File: src/rtl/tdm_pkg.sv
package tdm_pkg;
  localparam int NSLOT_DEF  = 32;
  localparam int SLOT_W_DEF = 8;
  localparam int MEM_W_DEF  = 16;
endpackage

File: src/rtl/tdm_frame_timer.sv
module tdm_frame_timer #(
  parameter int NSLOT  = tdm_pkg::NSLOT_DEF,
  parameter int SLOT_W = tdm_pkg::SLOT_W_DEF,
  localparam int FRAME = NSLOT * SLOT_W,
  localparam int POS_W = $clog2(FRAME)
) (
  input  logic             clk,
  input  logic             rst,
  input  logic             en,
  input  logic             fsync,
  output logic [POS_W-1:0] pos,
  output logic             framed,
  output logic [POS_W-1:0] nxt_pos,
  output logic             nxt_valid
);
  logic at_end;
  assign at_end    = (pos == POS_W'(FRAME - 1));
  assign nxt_pos   = (fsync || at_end) ? '0 : pos + POS_W'(1);
  assign nxt_valid = en && (fsync || framed);

  always_ff @(posedge clk) begin
    if (rst || !en) begin
      pos    <= '0;
      framed <= 1'b0;
    end else if (fsync) begin
      pos    <= '0;
      framed <= 1'b1;
    end else if (framed) begin
      pos    <= nxt_pos;
    end
  end

  // a sync always lands the grid on position 0
  a_r1_sync_origin: assert property (@(posedge clk) disable iff (rst)
    (en && fsync) |=> (framed && pos == '0));
endmodule

File: src/rtl/tdm_ring_ptr.sv
module tdm_ring_ptr #(
  parameter int DEPTH = tdm_pkg::NSLOT_DEF,
  localparam int ADDR_W = $clog2(DEPTH),
  localparam int LEN_W  = $clog2(DEPTH + 1)
) (
  input  logic              clk,
  input  logic              rst,
  input  logic              en,
  input  logic              adv,
  input  logic [LEN_W-1:0]  len,
  output logic [ADDR_W-1:0] ptr,
  output logic              wrap
);
  logic [LEN_W-1:0] ptr_inc;
  assign ptr_inc = LEN_W'(ptr) + LEN_W'(1);

  always_ff @(posedge clk) begin
    if (rst || !en) begin
      ptr  <= '0;
      wrap <= 1'b0;
    end else begin
      wrap <= 1'b0;
      if (adv) begin
        if (ptr_inc >= len) begin
          ptr  <= '0;
          wrap <= 1'b1;
        end else begin
          ptr  <= ADDR_W'(ptr_inc);
        end
      end
    end
  end

  // a wrap pulse always leaves the pointer back at the start
  a_r4_wrap_to_zero: assert property (@(posedge clk) disable iff (rst)
    wrap |-> (ptr == '0));
  // wrap is only ever the result of an advance
  a_r5_wrap_needs_adv: assert property (@(posedge clk) disable iff (rst)
    wrap |-> $past(adv));
endmodule

File: src/rtl/tdm_rx_lane.sv
module tdm_rx_lane #(
  parameter int NSLOT  = tdm_pkg::NSLOT_DEF,
  parameter int SLOT_W = tdm_pkg::SLOT_W_DEF,
  parameter int MEM_W  = tdm_pkg::MEM_W_DEF,
  localparam int POS_W  = $clog2(NSLOT * SLOT_W),
  localparam int BIT_W  = $clog2(SLOT_W),
  localparam int ADDR_W = $clog2(NSLOT)
) (
  input  logic              clk,
  input  logic              rst,
  input  logic              en,
  input  logic [POS_W-1:0]  pos,
  input  logic              framed,
  input  logic              sd,
  input  logic [NSLOT-1:0]  mask,
  input  logic [ADDR_W-1:0] ptr,
  output logic              adv,
  output logic              we,
  output logic [ADDR_W-1:0] waddr,
  output logic [MEM_W-1:0]  wdata
);
  logic [SLOT_W-2:0] shreg;
  logic [BIT_W-1:0]  bit_idx;
  logic [ADDR_W-1:0] slot;

  assign bit_idx = pos[BIT_W-1:0];
  assign slot    = pos[POS_W-1:BIT_W];
  assign adv     = en && framed && (bit_idx == BIT_W'(SLOT_W - 1)) && mask[slot];

  always_ff @(posedge clk) begin
    if (rst || !en) begin
      shreg <= '0;
      we    <= 1'b0;
      waddr <= '0;
      wdata <= '0;
    end else begin
      if (framed) shreg <= {shreg[SLOT_W-3:0], sd};
      we <= adv;
      if (adv) begin
        waddr <= ptr;
        wdata <= {{(MEM_W - SLOT_W){1'b0}}, shreg, sd};
      end
    end
  end

  // a write only ever appears at the start of the following slot
  a_r2_write_at_slot_edge: assert property (@(posedge clk) disable iff (rst)
    we |-> (pos[BIT_W-1:0] == '0));
endmodule

File: src/rtl/tdm_tx_lane.sv
module tdm_tx_lane #(
  parameter int NSLOT  = tdm_pkg::NSLOT_DEF,
  parameter int SLOT_W = tdm_pkg::SLOT_W_DEF,
  localparam int POS_W  = $clog2(NSLOT * SLOT_W),
  localparam int BIT_W  = $clog2(SLOT_W),
  localparam int ADDR_W = $clog2(NSLOT)
) (
  input  logic              clk,
  input  logic              rst,
  input  logic              en,
  input  logic [POS_W-1:0]  nxt_pos,
  input  logic              nxt_valid,
  input  logic [NSLOT-1:0]  mask,
  input  logic [SLOT_W-1:0] rdata,
  output logic              adv,
  output logic              sd,
  output logic              oe
);
  logic [SLOT_W-1:0] shreg;
  logic [ADDR_W-1:0] nslot;
  logic              start;

  assign nslot = nxt_pos[POS_W-1:BIT_W];
  assign start = nxt_valid && (nxt_pos[BIT_W-1:0] == '0);
  assign adv   = start && mask[nslot];
  assign sd    = shreg[SLOT_W-1];

  always_ff @(posedge clk) begin
    if (rst || !en || !nxt_valid) begin
      shreg <= '0;
      oe    <= 1'b0;
    end else if (start) begin
      oe    <= mask[nslot];
      shreg <= mask[nslot] ? rdata : '0;
    end else begin
      shreg <= {shreg[SLOT_W-2:0], 1'b0};
    end
  end

  // the data line stays low whenever it is not driven
  a_r7_silent_when_undriven: assert property (@(posedge clk) disable iff (rst)
    !oe |-> !sd);
endmodule

File: src/rtl/tdm_abuf_port.sv
module tdm_abuf_port #(
  parameter int NSLOT  = tdm_pkg::NSLOT_DEF,
  parameter int SLOT_W = tdm_pkg::SLOT_W_DEF,
  parameter int MEM_W  = tdm_pkg::MEM_W_DEF,
  localparam int POS_W  = $clog2(NSLOT * SLOT_W),
  localparam int BIT_W  = $clog2(SLOT_W),
  localparam int ADDR_W = $clog2(NSLOT),
  localparam int LEN_W  = $clog2(NSLOT + 1)
) (
  input  logic              clk,
  input  logic              rst,
  input  logic              en,
  input  logic              fsync,
  input  logic [NSLOT-1:0]  rx_mask,
  input  logic [NSLOT-1:0]  tx_mask,
  input  logic [LEN_W-1:0]  rx_len,
  input  logic [LEN_W-1:0]  tx_len,
  input  logic              rx_sd,
  output logic              tx_sd,
  output logic              tx_oe,
  output logic              rx_we,
  output logic [ADDR_W-1:0] rx_waddr,
  output logic [MEM_W-1:0]  rx_wdata,
  output logic [ADDR_W-1:0] tx_raddr,
  input  logic [SLOT_W-1:0] tx_rdata,
  output logic              rx_irq,
  output logic              tx_irq
);
  logic [POS_W-1:0]  pos, nxt_pos;
  logic              framed, nxt_valid;
  logic              rx_adv, tx_adv;
  logic [ADDR_W-1:0] rx_ptr;

  tdm_frame_timer #(.NSLOT(NSLOT), .SLOT_W(SLOT_W)) u_timer (
    .clk(clk), .rst(rst), .en(en), .fsync(fsync),
    .pos(pos), .framed(framed), .nxt_pos(nxt_pos), .nxt_valid(nxt_valid)
  );

  tdm_ring_ptr #(.DEPTH(NSLOT)) u_rx_ring (
    .clk(clk), .rst(rst), .en(en), .adv(rx_adv), .len(rx_len),
    .ptr(rx_ptr), .wrap(rx_irq)
  );

  tdm_ring_ptr #(.DEPTH(NSLOT)) u_tx_ring (
    .clk(clk), .rst(rst), .en(en), .adv(tx_adv), .len(tx_len),
    .ptr(tx_raddr), .wrap(tx_irq)
  );

  tdm_rx_lane #(.NSLOT(NSLOT), .SLOT_W(SLOT_W), .MEM_W(MEM_W)) u_rx (
    .clk(clk), .rst(rst), .en(en), .pos(pos), .framed(framed), .sd(rx_sd),
    .mask(rx_mask), .ptr(rx_ptr), .adv(rx_adv),
    .we(rx_we), .waddr(rx_waddr), .wdata(rx_wdata)
  );

  tdm_tx_lane #(.NSLOT(NSLOT), .SLOT_W(SLOT_W)) u_tx (
    .clk(clk), .rst(rst), .en(en), .nxt_pos(nxt_pos), .nxt_valid(nxt_valid),
    .mask(tx_mask), .rdata(tx_rdata), .adv(tx_adv), .sd(tx_sd), .oe(tx_oe)
  );

  // the receive interrupt rides on a buffer write
  a_r5_irq_with_write: assert property (@(posedge clk) disable iff (rst)
    rx_irq |-> rx_we);
  // the transmit interrupt marks the first bit of a driven slot
  a_r8_tx_irq_slot_start: assert property (@(posedge clk) disable iff (rst)
    tx_irq |-> (tx_oe && pos[BIT_W-1:0] == '0));
  // a disabled port is fully quiet one cycle later
  a_r9_idle_when_off: assert property (@(posedge clk) disable iff (rst)
    !en |=> (!rx_we && !tx_oe && !rx_irq && !tx_irq && tx_raddr == '0));
  // drive enable only changes on slot boundaries while running
  a_r6_oe_on_boundary: assert property (@(posedge clk) disable iff (rst)
    (en && $past(en) && !$stable(tx_oe)) |-> (pos[BIT_W-1:0] == '0));
endmodule

File: config.mk
export PLATFORM = sky130hd
export DESIGN_NAME = tdm_abuf_port
export DESIGN_NICKNAME = d
export VERILOG_FILES = /design/src/rtl/tdm_pkg.sv /design/src/rtl/tdm_frame_timer.sv /design/src/rtl/tdm_ring_ptr.sv /design/src/rtl/tdm_rx_lane.sv /design/src/rtl/tdm_tx_lane.sv /design/src/rtl/tdm_abuf_port.sv
export SDC_FILE = /design/constraint.sdc
export NUM_CORES = 1
export LEC_CHECK = 0
export ABC_CLOCK_PERIOD_IN_PS = 2920
export BUFFER_PORTS_ARGS = -buffer_cell sky130_fd_sc_hd__buf_2
export CAP_MARGIN = 20
export CORE_UTILIZATION = 35
export CTS_CLUSTER_SIZE = 12
export DETAILED_ROUTE_END_ITERATION = 7
export HOLD_SLACK_MARGIN = 0.15
export PLACE_DENSITY_LB_ADDON = 0.08
export SETUP_SLACK_MARGIN = 0.1
export SYNTH_ARGS = -nofsm -noshare
export SYNTH_HDL_FRONTEND = slang
export SYNTH_HIERARCHICAL = 1
export SYNTH_SLANG_ARGS = --single-unit
export TNS_END_PERCENT = 5
File: constraint.sdc
create_clock -name clk -period 2.92 [get_ports clk]
set_input_delay 0.292 -clock clk [delete_from_list [all_inputs] [get_ports clk]]
set_output_delay 0.292 -clock clk [all_outputs]
set_load 0.05 [all_outputs]
* Word-level counts from Yosys, hierarchy flattened
Cells that the tools add are included.
** Operators by class
- Reduce and logical (&&, ||, !) cells :: 17
- Mux-type cells :: 11
- $lt $le $gt $ge :: 4
- Equality and inequality tests :: 2
- Bitwise gates (word level) :: 4
- Add/sub/neg operators :: 3
** Operators by type and width (count)
- $mux W8 :: 3
- $add A5 B1 Y6 const B :: 2
- $ge A6 B6 Y1 :: 2
- $lt A5 B6 Y1 const B :: 2
- $bmux W1 S5 :: 2
- $mux W5 :: 2
- $add A8 B1 Y8 const B :: 1
- $eq A8 B8 Y1 const B :: 1
- $logic_and A1 B1 Y1 :: 6
- $reduce_or A2 Y1 :: 3
- $logic_or A1 B1 Y1 :: 4
- $mux W1 :: 4
- $not A1 Y1 :: 4
- $eq A3 B3 Y1 const B :: 1
- $logic_not A3 Y1 :: 1
- $reduce_or A3 Y1 :: 1
- $logic_not A1 Y1 :: 2
** Storage, ports and cells
- Input bits :: 89
- Output and inout port bits :: 31
- Word-level logic and storage cells :: 54
- Register bits after elaboration :: 51

* Depth between registers and ports, before layout
Gate-level depths: netlist (run 1).
- Word-level depth :: 8
- Depth in mapped cells :: 16
- Gate-level depth less buffers :: 13

* By module
The synthesis (run 1) kept the hierarchy.
** Modules (own cells, without submodules)
- tdm_rx_lane :: times used 1, cells an instance 126, area an instance 1203.7 um2, sequential area each 420.4 um2
- tdm_ring_ptr :: times used 2, cells an instance 51, area an instance 471.7 um2, sequential area each 120.1 um2
- tdm_tx_lane :: times used 1, cells an instance 69, area an instance 732.0 um2, sequential area each 180.2 um2
- tdm_frame_timer :: times used 1, cells an instance 75, area an instance 591.8 um2, sequential area each 180.2 um2

* Worst setup path before layout (run 1)
Ideal clock, no wire load.
- Path kind :: flip-flop to flip-flop
- Start :: register u_timer.pos[0]
- End :: register u_tx_ring.wrap
- Slack :: -0.313 ns
- Arrival :: 3.113 ns
- Clock period less this slack :: 3.233 ns
- Stages on the path, launching flop included :: 16
- Library setup time :: 0.120 ns
- Required time :: 2.800 ns
- Buffers on the path :: 2
- Path through :: dfxtp_1 > ha_1 > and2_1 > nand3_1 > nand2b_2 > nor2_1 > mux4_2 > mux2i_1 > a221o_1 > buf_2 > nor2_1 > buf_6 > nand3_4 > a2bb2oi_2 > o31ai_4 > nor2b_1
** On the way
- Longest elaborated chain between the ends :: 8
- Elaborated cells on any way between the ends :: 11
- Classes of those cells :: add/sub (1); eq/ne (1); mux (3); bitwise (1); reduce/logical (5)
** Ends and longest elaborated chain
- start, declared :: line tdm_frame_timer.sv:11 : output logic [POS_W-1:0] pos,
- start signal, assigned :: line tdm_frame_timer.sv:29 : pos <= nxt_pos;
- branches (longest 2 deep; another with $add A8 B1 Y8)
- $mux W8 (*) :: line tdm_frame_timer.sv:18 : assign nxt_pos = (fsync || at_end) ? '0 : pos + POS_W'(1);
- via nxt_pos[3] :: line tdm_abuf_port.sv:29 : logic [POS_W-1:0] pos, nxt_pos;
- $bmux W1 S5 (*) :: line tdm_tx_lane.sv:25 : assign adv = start && mask[nslot];
- $mux W1 (not written as such) (*) :: line tdm_tx_lane.sv:25
- $logic_and A1 B1 Y1 (*) :: line tdm_tx_lane.sv:25
- via tx_adv :: line tdm_abuf_port.sv:31 : logic rx_adv, tx_adv;
- $not A1 Y1 (no line) (*)
- $reduce_or A2 Y1 (no line) (*)
- end signal, assigned :: line tdm_ring_ptr.sv:20 : wrap <= 1'b0;
- end signal, assigned :: line tdm_ring_ptr.sv:22 : wrap <= 1'b0;
- end signal, assigned :: line tdm_ring_ptr.sv:26 : wrap <= 1'b1;
- end, declared :: line tdm_ring_ptr.sv:12 : output logic wrap
Mark *: on every way through the listed nets, which the timed path passes. The select of a mux whose other input is x is not followed.
A chain may end at the register's enable or synchronous reset.

* Final worst setup path (run 1)
- Start :: register u_timer.pos[0]
- End :: register u_tx_ring.wrap
** On the way
- Longest elaborated chain between the ends :: 8
- Elaborated cells on any way between the ends :: 11
- Classes of those cells :: add/sub (1); eq/ne (1); mux (3); bitwise (1); reduce/logical (5)
** Ends and longest elaborated chain
- branches (longest 2 deep; another with $add A8 B1 Y8)
- $mux W8 (*) :: line tdm_frame_timer.sv:18
- via nxt_pos[1] :: line tdm_abuf_port.sv:29
- $logic_not A3 Y1 (*) :: line tdm_tx_lane.sv:24 : assign start = nxt_valid && (nxt_pos[BIT_W-1:0] == '0);
- $logic_and A1 B1 Y1 (*) :: line tdm_tx_lane.sv:24
- $logic_and A1 B1 Y1 (*) :: line tdm_tx_lane.sv:25
- via tx_adv :: line tdm_abuf_port.sv:31
- $not A1 Y1 (no line) (*)
- $reduce_or A2 Y1 (no line) (*)
Marked as above.

==> metrics.md, run 1 <==
| Metric | Value |
|---|---|
| Longest Clk Path Bufs | 2 |
| Top cell type's share of synthesized area | between 20 and 30% |
| Power Dens Cells | 298 nW/um2 |
| CP Max Fanout | 6 |
| Layout fillers | 950 |
| Final setup margin | approximately 0.061 ns |
| Vias per cell | between 4 and 5 |
| Setup crit end kind | register |
| Die area | slightly above 10000 um2 |
| Post-Place Setup Slack | 0.0239 ns |
| Post-synth EDFFs | 0 |
| Post-synthesis compound-gate area fraction | a little under an eighth |
| WL final | 7400 um |
| Status | completed |
| Antenna violations before repair | 0 |
| Congestion Overflow GR | 0 |
| Adder-cell area share of the yosys netlist | 5.41% |
| IO Count | 120 |
| Yosys warns | 6 |
| Gp weighted congestion | between 0.7 and 0.8 |
| Vias in the first global route | 2740 |
| Least-Margin Pin Slew | between 0.5 and 0.6 ns |
| Placed Cells | around 600 |
| Final hold slack | approximately 0.22 ns |
| Post-route ant nets | 0 |
| Max Transition Viols Final | 0 |
| Proportion of synthesized area in mux cells | about a fifth |
| Leak | approximately 1.9 nW |
| XOR/XNOR share of the synthesized area | around 4.5% |
| CTS tree | yes |
| Root Driver | clkbuf_8 |
| Via count | 2933 |
| Yosys cell types | 55 |
| Global-route wire length before repair | ~12000 um |
| # nets final | between 500 and 600 |
| CTS clk-pin slew, worst paths | about 0.11 ns |
| Buffers on Ports | between 100 and 150 |
| Peak clock frequency supported by timing | approximately 350 MHz |
| RSZ-0062 raised after global routing | yes |
| Clk sink count | between 50 and 60 |
| HPWL after DPL | about 5800 um |
| FF+latch count, synth | 51 |
| Post-Synth Simple-Gate Area | 21.7% |
| Final-report hold violation count | 0 |
| Share of layout cells above drive strength 1 | ~40% |
| Drt pass-1 iters | 4 |
| Data arrival, critical path | 3.10 ns |
| Sequential share of the synthesized area | roughly 29% |
| Syn_area_per_cell | between 9 and 10 um2 |
| Main synth FF type | dfxtp_1 |
| Antenna diodes | 0 |
| Initial Util | a little under two fifths |
| Clk_lat worst skew | between 0.3 and 0.4 ns |
| Final Critical Period | between 2 and 3 ns |
| Combinational family with the most area after synthesis | simple AND/OR/NAND/NOR gates |
| Fin Clk Skew | around 0.018 ns |
| Max Cap Viol | 0 |
| Gr usage total | around 15% |
| Die H | between 100 and 150 um |
| Hold Buf Count CTS | 0 |
| CTS buffer count | 5 |
| Die width | between 100 and 150 um |
| Fin cells | about 620 |
| Post-DP Area | 4170 um2 |
| Cells after Synth | roughly 370 |
| Cell area after synthesis | approximately 3500 um2 |
| Share of the cycle needed by the critical path after routing | 97.9% |
| Row cnt | 35 |
| Post-synth top area cell | dfxtp_1 |
| Core box area | approximately 9400 um2 |
| Final Instance Area | about 4400 um2 |
| Setup TNS | 0 ns |
| Crit path launch type | register |
| Max H-tree Level | 2 |
| Setup-failing EPs final | 0 |
| Hold Path Class | input pin to register |
| Asr flop ratio synth | 0% |
| Top cells by area, synth | dfxtp_1, mux2i_1, mux4_2 |
| Starting DRT DRC Count | between 80 and 90 |
| Post-route DRC violation count | 0 |
| WL/cell | approximately 12 um |
| Worst vdd ir | between 0.00015 and 0.0002 V |
| Req. time, crit path | approximately 3.2 ns |
| Largest net degree at the start of global routing | 27 |
| Crit path kind | register to register |
| Max-slew headroom | between 60% and 70% |
| Area Overhead vs Synth | 26.0% |
cell usage after synthesis, types with 2 or more instances:
master and instances:
nor2b_1 9, a21oi_1 10, buf_4 9, o31ai_2 8
ha_1 15, nand3_1 12, nand3b_1 3, and2_1 3
nor2_1 24, a2bb2oi_2 2, and3_1 2, nand4_1 6
buf_2 6, o22ai_1 3, clkbuf_1 6, nor3_1 11
buf_6 7, nand3_4 2, nand2_1 58, nand2b_1 10
xor2_1 10, dfxtp_1 51, mux2_2 3, o31ai_4 2
o21ai_0 2, inv_1 12, mux2i_1 38, a31oi_1 3
a21o_1 2, buf_12 2, xnor2_1 8, mux4_2 10
cells by family (layout without fill, tap and decap cells):
logic type	count (synthesis)	in the layout
xor gates and xnor gates	18	18
and+or+nand+nor	148	148
adders and majority gates	15	15
DFF	51	51
muxes	52	52
other	1	8
buffers and inverters	44	157
AOI/OAI and AO/OA	43	43
where the power goes:
part	total, mW	switching, mW	internal, mW
clock	0.436	0.259	0.177
combinational	0.171	0.0916	0.0793
sequential	0.698	0.00121	0.697
total	1.30	0.352	0.953
registers in the layout (all words and copies together), names as in the netlist:
register        cells
u_rx/shreg          7
u_rx/waddr          5
u_rx/wdata          8
u_rx/we             1
u_rx_ring/ptr       5
u_rx_ring/wrap      1
u_timer/framed      1
u_timer/pos         8
u_tx/oe             1
u_tx/shreg          8
u_tx_ring/ptr       5
u_tx_ring/wrap      1
per-layer routing:
metal | up-vias | wire length (um) | track usage, %
met5 | - | 0 | 0
met4 | 0 | 28 | 2.90
met3 | 2 | 345 | 2.90
met2 | 78 | 3500 | 25.3
met1 | 1320 | 3520 | 18.9
li1 | 1533 | - | -
final cells by class:
| cell class | instances | area, um2 | share of cell area, % |
|---|---|---|---|
| clock inverters | 3 | 26.3 | 0.601 |
| well taps | 129 | 161 | 3.69 |
| repair buffers | 136 | 772 | 17.6 |
| inverters | 13 | 48.8 | 1.12 |
| clock buffers | 5 | 68.8 | 1.57 |
| multi-input cells | 284 | 2270 | 51.9 |
| flip-flops and latches | 51 | 1030 | 23.5 |
metrics by stage:
stage / util (%) / total power, mW
2_1_floorplan: - / 0.821
3_3_place_gp: 44.2 / 0.883
3_5_place_dp: 44.2 / 0.884
4_1_cts: 46.0 / 1.33
5_1_grt: 46.5 / 1.37
6_report: 46.5 / 1.30
worst paths after layout:
check                                     from             end  slack, ns  cells after the start
worst max-delay path            u_timer/pos[0]  u_tx_ring/wrap       0.06                     10
worst min-delay path                     rx_sd   u_rx/wdata[0]       0.22                      3
worst max register to register  u_timer/pos[0]  u_tx_ring/wrap       0.06                     10
worst min register to register   u_tx/shreg[2]   u_tx/shreg[3]       0.44                      2
placed cells by master (no fill, tap or decap), drive strengths merged, types with 9 or more instances in the layout:
cell type    n
nand2b      11
xor2        10
ha          15
nor3        11
nand2       58
nand3       14
a21oi       10
mux2i       38
o31ai       10
inv         15
dfxtp       51
nor2b        9
mux4        10
nor2        24
buf        136
worst max-delay path, cell delays in order, from the launching register on:
cell	delay, ns
dfxtp_2	0.36
ha_4	0.16
and2_1	0.20
a31oi_1	0.13
and2_1	0.18
or4b_2	0.64
a221o_1	0.33
nor2_4	0.15
nand3_4	0.11
o31ai_4	0.37
nor2b_1	0.17
timing repair:
item                       in CTS  in global routing
pin swaps                       4                  9
setup endpoints to repair       6                  6
resized for setup               3                  7
setup buffers                   6                  1
Note: power is estimated with default switching activity, not from simulation.
==> inputs of run 2 (changes only) <==
--- a/config.mk
+++ b/config.mk
@@ -8,7 +8,7 @@
 export ABC_CLOCK_PERIOD_IN_PS = 2920
 export BUFFER_PORTS_ARGS = -buffer_cell sky130_fd_sc_hd__buf_2
 export CAP_MARGIN = 20
-export CORE_UTILIZATION = 35
+export CORE_UTILIZATION = 33
 export CTS_CLUSTER_SIZE = 12
 export DETAILED_ROUTE_END_ITERATION = 7
 export HOLD_SLACK_MARGIN = 0.15
==> metrics.md, run 2 (synthesis results as in run 1) <==
| Metric | Value |
|---|---|
| Final Instance Area | 4460 um2 (+1.9%) |
| HPWL after DPL | 5910 um (+2.5%) |
| Crit path max-delay family | simple AND/OR/NAND/NOR gates |
| Max Transition Viols Final | 0 (unchanged) |
| CP bufs+invs | 2 (+2) |
| Combinational power share | 13.5% (+0.4 points) |
| Die H | 105 um (+2.9%) |
| Die area | 10900 um2 (+5.9%) |
| Slowest stage cell, crit path | mux4_2 |
| Worst path max stage delay | 0.48 ns (-0.16 ns) |
| Crit path launch type | register |
| Starting DRT DRC Count | 103 (+18%) |
| Peak clock frequency supported by timing | 356 MHz (+1.6%) |
| Crit path cell chain | ha_4, and2_4, nand3_4, nand2b_4, buf_12, nor2_4, buf_6, mux4_2, a22o_1, nor2_4, nand3_4, o31ai_4, nor2b_1 |
| Max-slew headroom | 63.6% (+0.79 points) |
| Commonest non-fill, non-tap cell in the layout | buf_2 |
| Row cnt | 37 (+5.7%) |
| Antenna violations before repair | 0 (unchanged) |
| Core box area | 10300 um2 (+9.2%) |
| Global-route wire length before repair | 13200 um (+7.8%) |
| Final hold slack | 0.230 ns (+0.00706 ns) |
| Max Cap Viol | 0 (unchanged) |
| Post-route DRC violation count | 0 (unchanged) |
| Leak | 1.88 nW (+1.6%) |
| Total power | 1.31 mW (+0.26%) |
| Congestion Overflow GR | 0 (unchanged) |
| Clk_lat worst skew | 0.31 ns (about the same) |
| Longest Clk Path Bufs | 2 (unchanged) |
| Fin cells | 633 (+1.9%) |
| Post-Place Setup Slack | -0.00437 ns (-0.0283 ns) |
| Gr usage total | 14.5% (-0.13 points) |
| Req. time, crit path | 3.17 ns (about the same) |
| Sw Ratio | 26.9% (about the same) |
| Vias in the first global route | 2879 (+5.1%) |
| Final setup margin | 0.107 ns (+0.0460 ns) |
| Buffers on Ports | 111 (unchanged) |
| Gp weighted congestion | 0.816 (+3.0%) |
| Root Driver | clkbuf_8 |
| # nets final | 600 (+0.84%) |
| Final-report hold violation count | 0 (unchanged) |
| Crit path kind | register to register |
| Share of the cycle needed by the critical path after routing | 96.3% (-1.6 points) |
| Setup crit end kind | register |
| Layout fillers | 1054 (+11%) |
| Psw | 352 uW (+0.16%) |
| Share of layout cells above drive strength 1 | 41.0% (+1.2 points) |
| Setup-failing EPs final | 0 (unchanged) |
| IO Count | 120 (unchanged) |
| Die width | 105 um (+2.9%) |
| Post-DP Area | 4210 um2 (+1.1%) |
| Antenna diodes | 0 (unchanged) |
| CTS buffer count | 5 (unchanged) |
| Max H-tree Level | 2 (unchanged) |
| Least-Margin Pin Slew | 0.545 ns (-0.0119 ns) |
| FF-to-FF setup slack | 0.11 ns (+0.05 ns) |
| Final Critical Period | 2.81 ns (-0.0460 ns) |
| CTS tree | yes |
| Area Overhead vs Synth | 28.4% |
| Via count | 2967 (+1.2%) |
| CTS clk-pin slew, worst paths | 0.11 ns (about the same) |
| Data arrival, critical path | 3.06 ns (-0.04 ns) |
| Largest net degree at the start of global routing | 27 (unchanged) |
| Hold Buf Count CTS | 0 (unchanged) |
| Regs by FF count | u_rx/wdata x8, u_timer/pos x8, u_tx/shreg x8 |
| Placed Cells | 616 (+1.7%) |
| Internal power | 956 uW (+0.29%) |
| Hold Path Class | input pin to register |
| Status | completed |
| Drt pass-1 iters | 4 (unchanged) |
| CP Max Fanout | 6 (unchanged) |
| Worst vdd ir | 0.000157 V (-15%) |
| Vias per cell | 4.69 (-0.76%) |
| WL final | 7690 um (+4.0%) |
| Clk pwr share | 33.2% (-0.2 points) |
| Initial Util | 33.8% (-3.1 points) |
| RSZ-0062 raised after global routing | yes |
| WL/cell | 12.1 um (+2.0%) |
| Post-route ant nets | 0 (unchanged) |
| Power Dens Cells | 294 nW/um2 (-1.6%) |
| Fin Clk Skew | 0.0138 ns (-0.00406 ns) |
| Clk sink count | 51 (unchanged) |
| Most frequent cells in the layout | buf_2, nand2_1, dfxtp_1 |
| Share of power burned in registers | 53.3% (-0.2 points) |
==> run 2: cell count changes in the layout (fill, tap and decap cells not counted), sizes merged <==
| cell | previous run | this run |
|---|---|---|
| buf | 136 | 141 |
==> run 2: through the flow <==
step | util (%) | setup TNS, ns
finish | 43.4 | 0
global route | 43.4 | -0.131
CTS | 42.9 | 0
detailed placement | 41.0 | -0.00437
global placement | 41.0 | 0
floorplan | - | 0
==> run 2: cell type report <==
cell class,instances,area (um2),area share (%)
tap,136,170,3.82
inverter,13,48.8,1.10
clock buffer,5,68.8,1.54
timing repair buffer,141,833,18.7
multi-input combinational,284,2280,51.1
clock inverter,3,26.3,0.590
sequential,51,1030,23.1
==> run 2: metal layers <==
layer	up-vias	GRT usage, %	wire [um]
li1	1542	-	-
met4	0	3.37	68
met3	6	2.43	313
met2	68	25.3	3550
met5	-	0	0
met1	1351	18.6	3760
==> run 2: worst paths after layout <==
kind	end	startpoint	cells after the start
max reg2reg	u_tx_ring/wrap	u_timer/pos[0]	13
min reg2reg	u_tx/shreg[1]	u_tx/shreg[0]	2
max	u_tx_ring/wrap	u_timer/pos[0]	13
min	u_rx/wdata[0]	rx_sd	3
==> run 2: worst min-delay path, delay by kind of cell <==
family | cells | cell delay [ns]
buf+inv | 1 | 0.11
simple gates | 1 | 0.05
mux | 1 | 0.05
==> run 2: power by group through the flow <==
stage,Sequential (mW),Clock [mW],Combinational [mW]
detailed placement,0.714,0,0.175
global route,0.698,0.477,0.196
finish,0.697,0.434,0.177
global placement,0.714,0,0.174
CTS,0.697,0.460,0.178
floorplan,0.715,0,0.106
==> run 2: repair_timing <==
action | in CTS | in global routing
gates resized for setup | 14 | 4
setup buffers | 5 | 4
pin swaps | 14 | 7
setup endpoints to repair | 6 | 6
==> inputs of run 3 (changes only) <==
--- a/config.mk
+++ b/config.mk
@@ -6,13 +6,14 @@
 export NUM_CORES = 1
 export LEC_CHECK = 0
 export ABC_CLOCK_PERIOD_IN_PS = 2920
-export BUFFER_PORTS_ARGS = -buffer_cell sky130_fd_sc_hd__buf_2
+export BUFFER_PORTS_ARGS = -buffer_cell sky130_fd_sc_hd__buf_4
 export CAP_MARGIN = 20
 export CORE_UTILIZATION = 33
 export CTS_CLUSTER_SIZE = 12
 export DETAILED_ROUTE_END_ITERATION = 7
 export HOLD_SLACK_MARGIN = 0.15
 export PLACE_DENSITY_LB_ADDON = 0.08
+export REMOVE_ABC_BUFFERS = 1
 export SETUP_SLACK_MARGIN = 0.1
 export SYNTH_ARGS = -nofsm -noshare
 export SYNTH_HDL_FRONTEND = slang
==> metrics.md, run 3 (synthesis results as in run 1) <==
| Metric | Value |
|---|---|
| Die area | 10900 um2 (unchanged) |
| Clk_lat worst skew | 0.31 ns (about the same) |
| Data arrival, critical path | 3.07 ns (about the same) |
| Vias in the first global route | 3060 (+6.3%) |
| Crit path max-delay family | simple AND/OR/NAND/NOR gates |
| Root Driver | clkbuf_8 |
| Die width | 105 um (unchanged) |
| Req. time, crit path | 3.15 ns (-0.02 ns) |
| Congestion Overflow GR | 0 (unchanged) |
| CP bufs+invs | 2 (unchanged) |
| Clk sink count | 51 (unchanged) |
| Total power | 1.41 mW (+7.7%) |
| Global-route wire length before repair | 14000 um (+5.9%) |
| Max Cap Viol | 0 (unchanged) |
| HPWL after DPL | 6130 um (+3.7%) |
| Gr usage total | 15.3% (+0.77 points) |
| IO Count | 120 (unchanged) |
| WL/cell | 12.7 um (+4.8%) |
| Post-route DRC violation count | 0 (unchanged) |
| Most frequent cells in the layout | buf_4, nand2_1, dfxtp_1 |
| Regs by FF count | u_rx/wdata x8, u_timer/pos x8, u_tx/shreg x8 |
| CTS tree | yes |
| Area Overhead vs Synth | 37.9% |
| Critical R2R Launch | u_timer/pos[0] |
| Commonest non-fill, non-tap cell in the layout | buf_4 |
| Worst path max stage delay | 0.47 ns (about the same) |
| Crit. Startpoint | u_timer/pos[0] |
| FF-to-FF setup slack | 0.08 ns (-0.03 ns) |
| Post-route ant nets | 0 (unchanged) |
| Setup-failing EPs final | 0 (unchanged) |
| CP Max Fanout | 6 (unchanged) |
| Share of the cycle needed by the critical path after routing | 97.2% (+0.91 points) |
| Fin Clk Skew | 0.00971 ns (-0.00410 ns) |
| WL final | 8140 um (+5.9%) |
| Slowest stage cell, crit path | mux4_2 |
| Starting DRT DRC Count | 114 (+11%) |
| Max Transition Viols Final | 0 (unchanged) |
| # nets final | 607 (+1.2%) |
| Gp weighted congestion | 0.762 (-6.6%) |
| RSZ-0062 raised after global routing | yes |
| CTS clk-pin slew, worst paths | 0.10 ns (about the same) |
| Drt pass-1 iters | 4 (unchanged) |
| Initial Util | 33.8% (unchanged) |
| Worst R2R End | u_tx_ring/ptr[3] |
| Power Dens Cells | 294 nW/um2 (+0.24%) |
| CTS buffer count | 5 (unchanged) |
| Final Critical Period | 2.84 ns (+0.0265 ns) |
| Vias per cell | 4.75 (+1.4%) |
| Worst vdd ir | 0.000221 V (+41%) |
| Crit path kind | register to register |
| Hold Path Class | input pin to register |
| Combinational power share | 14.6% (+1.1 points) |
| Max-slew headroom | 63.2% (-0.39 points) |
| Least-Margin Pin Slew | 0.551 ns (+0.00584 ns) |
| Final-report hold violation count | 0 (unchanged) |
| Final hold slack | 0.223 ns (-0.00711 ns) |
| Die H | 105 um (unchanged) |
| Row cnt | 37 (unchanged) |
| Clk pwr share | 35.8% (+2.6 points) |
| Reg2Reg Depth | 13 (unchanged) |
| Via count | 3041 (+2.5%) |
| Max H-tree Level | 2 (unchanged) |
| Peak clock frequency supported by timing | 352 MHz (-0.93%) |
| Buffers on Ports | 111 (unchanged) |
| Hold endpoint | u_timer/framed |
| Share of power burned in registers | 49.5% (-3.8 points) |
| Internal power | 1.07 mW (+11%) |
| Psw | 343 uW (-2.5%) |
| Leak | 2.00 nW (+6.3%) |
| Sw Ratio | 24.4% (-2.6 points) |
| Largest net degree at the start of global routing | 27 (unchanged) |
| Setup TNS | 0 ns (unchanged) |
| Hold depth | 2 (-1) |
| Share of layout cells above drive strength 1 | 40.9% (-0.17 points) |
| Status | completed |
| Layout fillers | 1045 (-0.85%) |
| Top cell by count, worst path | nor2_4 |
| Core box area | 10300 um2 (unchanged) |
| Crit path launch type | register |
| HP Start | rst |
| Setup crit end kind | register |
| Antenna diodes | 0 (unchanged) |
| Antenna violations before repair | 0 (unchanged) |
| Crit path cell chain | ha_4, nand3_2, xor2_2, nor2_4, buf_12, mux2i_1, mux4_2, a221o_1, nor2_4, buf_6, nand4_1, xor2_1, nor3_1 |
| Longest Clk Path Bufs | 2 (unchanged) |
| Hold Buf Count CTS | 0 (unchanged) |
## run 3: changes by cell type in the layout (fill, tap and decap cells not counted), sizes merged
cell    previous run  this run
clkinv             1         2
bufinv             0         1
buf              141       148
inv               15        13
## run 3: what timing repair did
| item | 4_1_cts | 5_1_grt |
|---|---|---|
| setup buffers | 8 | 0 |
| hold endpoints to repair | 0 | 0 |
| gates cloned | 1 | 0 |
| pin swaps | 12 | 1 |
| setup endpoints to repair | 6 | 6 |
| gates resized for setup | 20 | 2 |
## run 3: worst max path at each step
stage	end	slack, ns	cells past startpoint
6_report	u_tx_ring/ptr[3]	0.08	13
5_1_grt	u_tx_ring/ptr[2]	-0.11	14
3_5_place_dp	u_tx_ring/wrap	-0.13	12
2_1_floorplan	u_tx_ring/wrap	-1.23	10
3_3_place_gp	u_tx_ring/ptr[3]	-0.06	12
4_1_cts	u_tx_ring/wrap	0.09	12
## run 3: area by class of cell
| cell class | instances | area, um2 | area share (%) |
|---|---|---|---|
| Tap cell | 136 | 170 | 3.55 |
| Inverter | 13 | 48.8 | 1.02 |
| Multi-Input combinational cell | 284 | 2240 | 46.8 |
| Clock inverter | 3 | 43.8 | 0.915 |
| Clock buffer | 5 | 68.8 | 1.44 |
| Sequential cell | 51 | 1030 | 21.4 |
| Timing Repair Buffer | 148 | 1190 | 24.8 |
## run 3: power by group through the flow
stage,logic [mW],clock network (mW),registers [mW]
final,0.206,0.505,0.698
after global routing,0.225,0.546,0.698
after CTS,0.208,0.519,0.698
after detailed placement,0.204,0,0.714
after global placement,0.203,0,0.714
after floorplan,0.0856,0,0.718
## run 3: routing by layer
layer	GRT usage, %	wire length, um	vias to the layer above
met3	2.50	298	6
met1	19.7	3710	1424
met4	3.57	78	0
met5	0	0	-
met2	26.5	4060	62
li1	-	-	1549
## run 3: metrics by stage
stage                     utilization (%)  std cells  instance area [um2]  setup WS, ns
after floorplan                         -        348                 3250         -1.23
after global placement               43.6        623                 4480       -0.0639
after detailed placement             43.6        623                 4480        -0.130
after CTS                            46.5        640                 4780        0.0906
after global routing                 46.6        640                 4790        -0.114
final                                46.6        640                 4790        0.0808
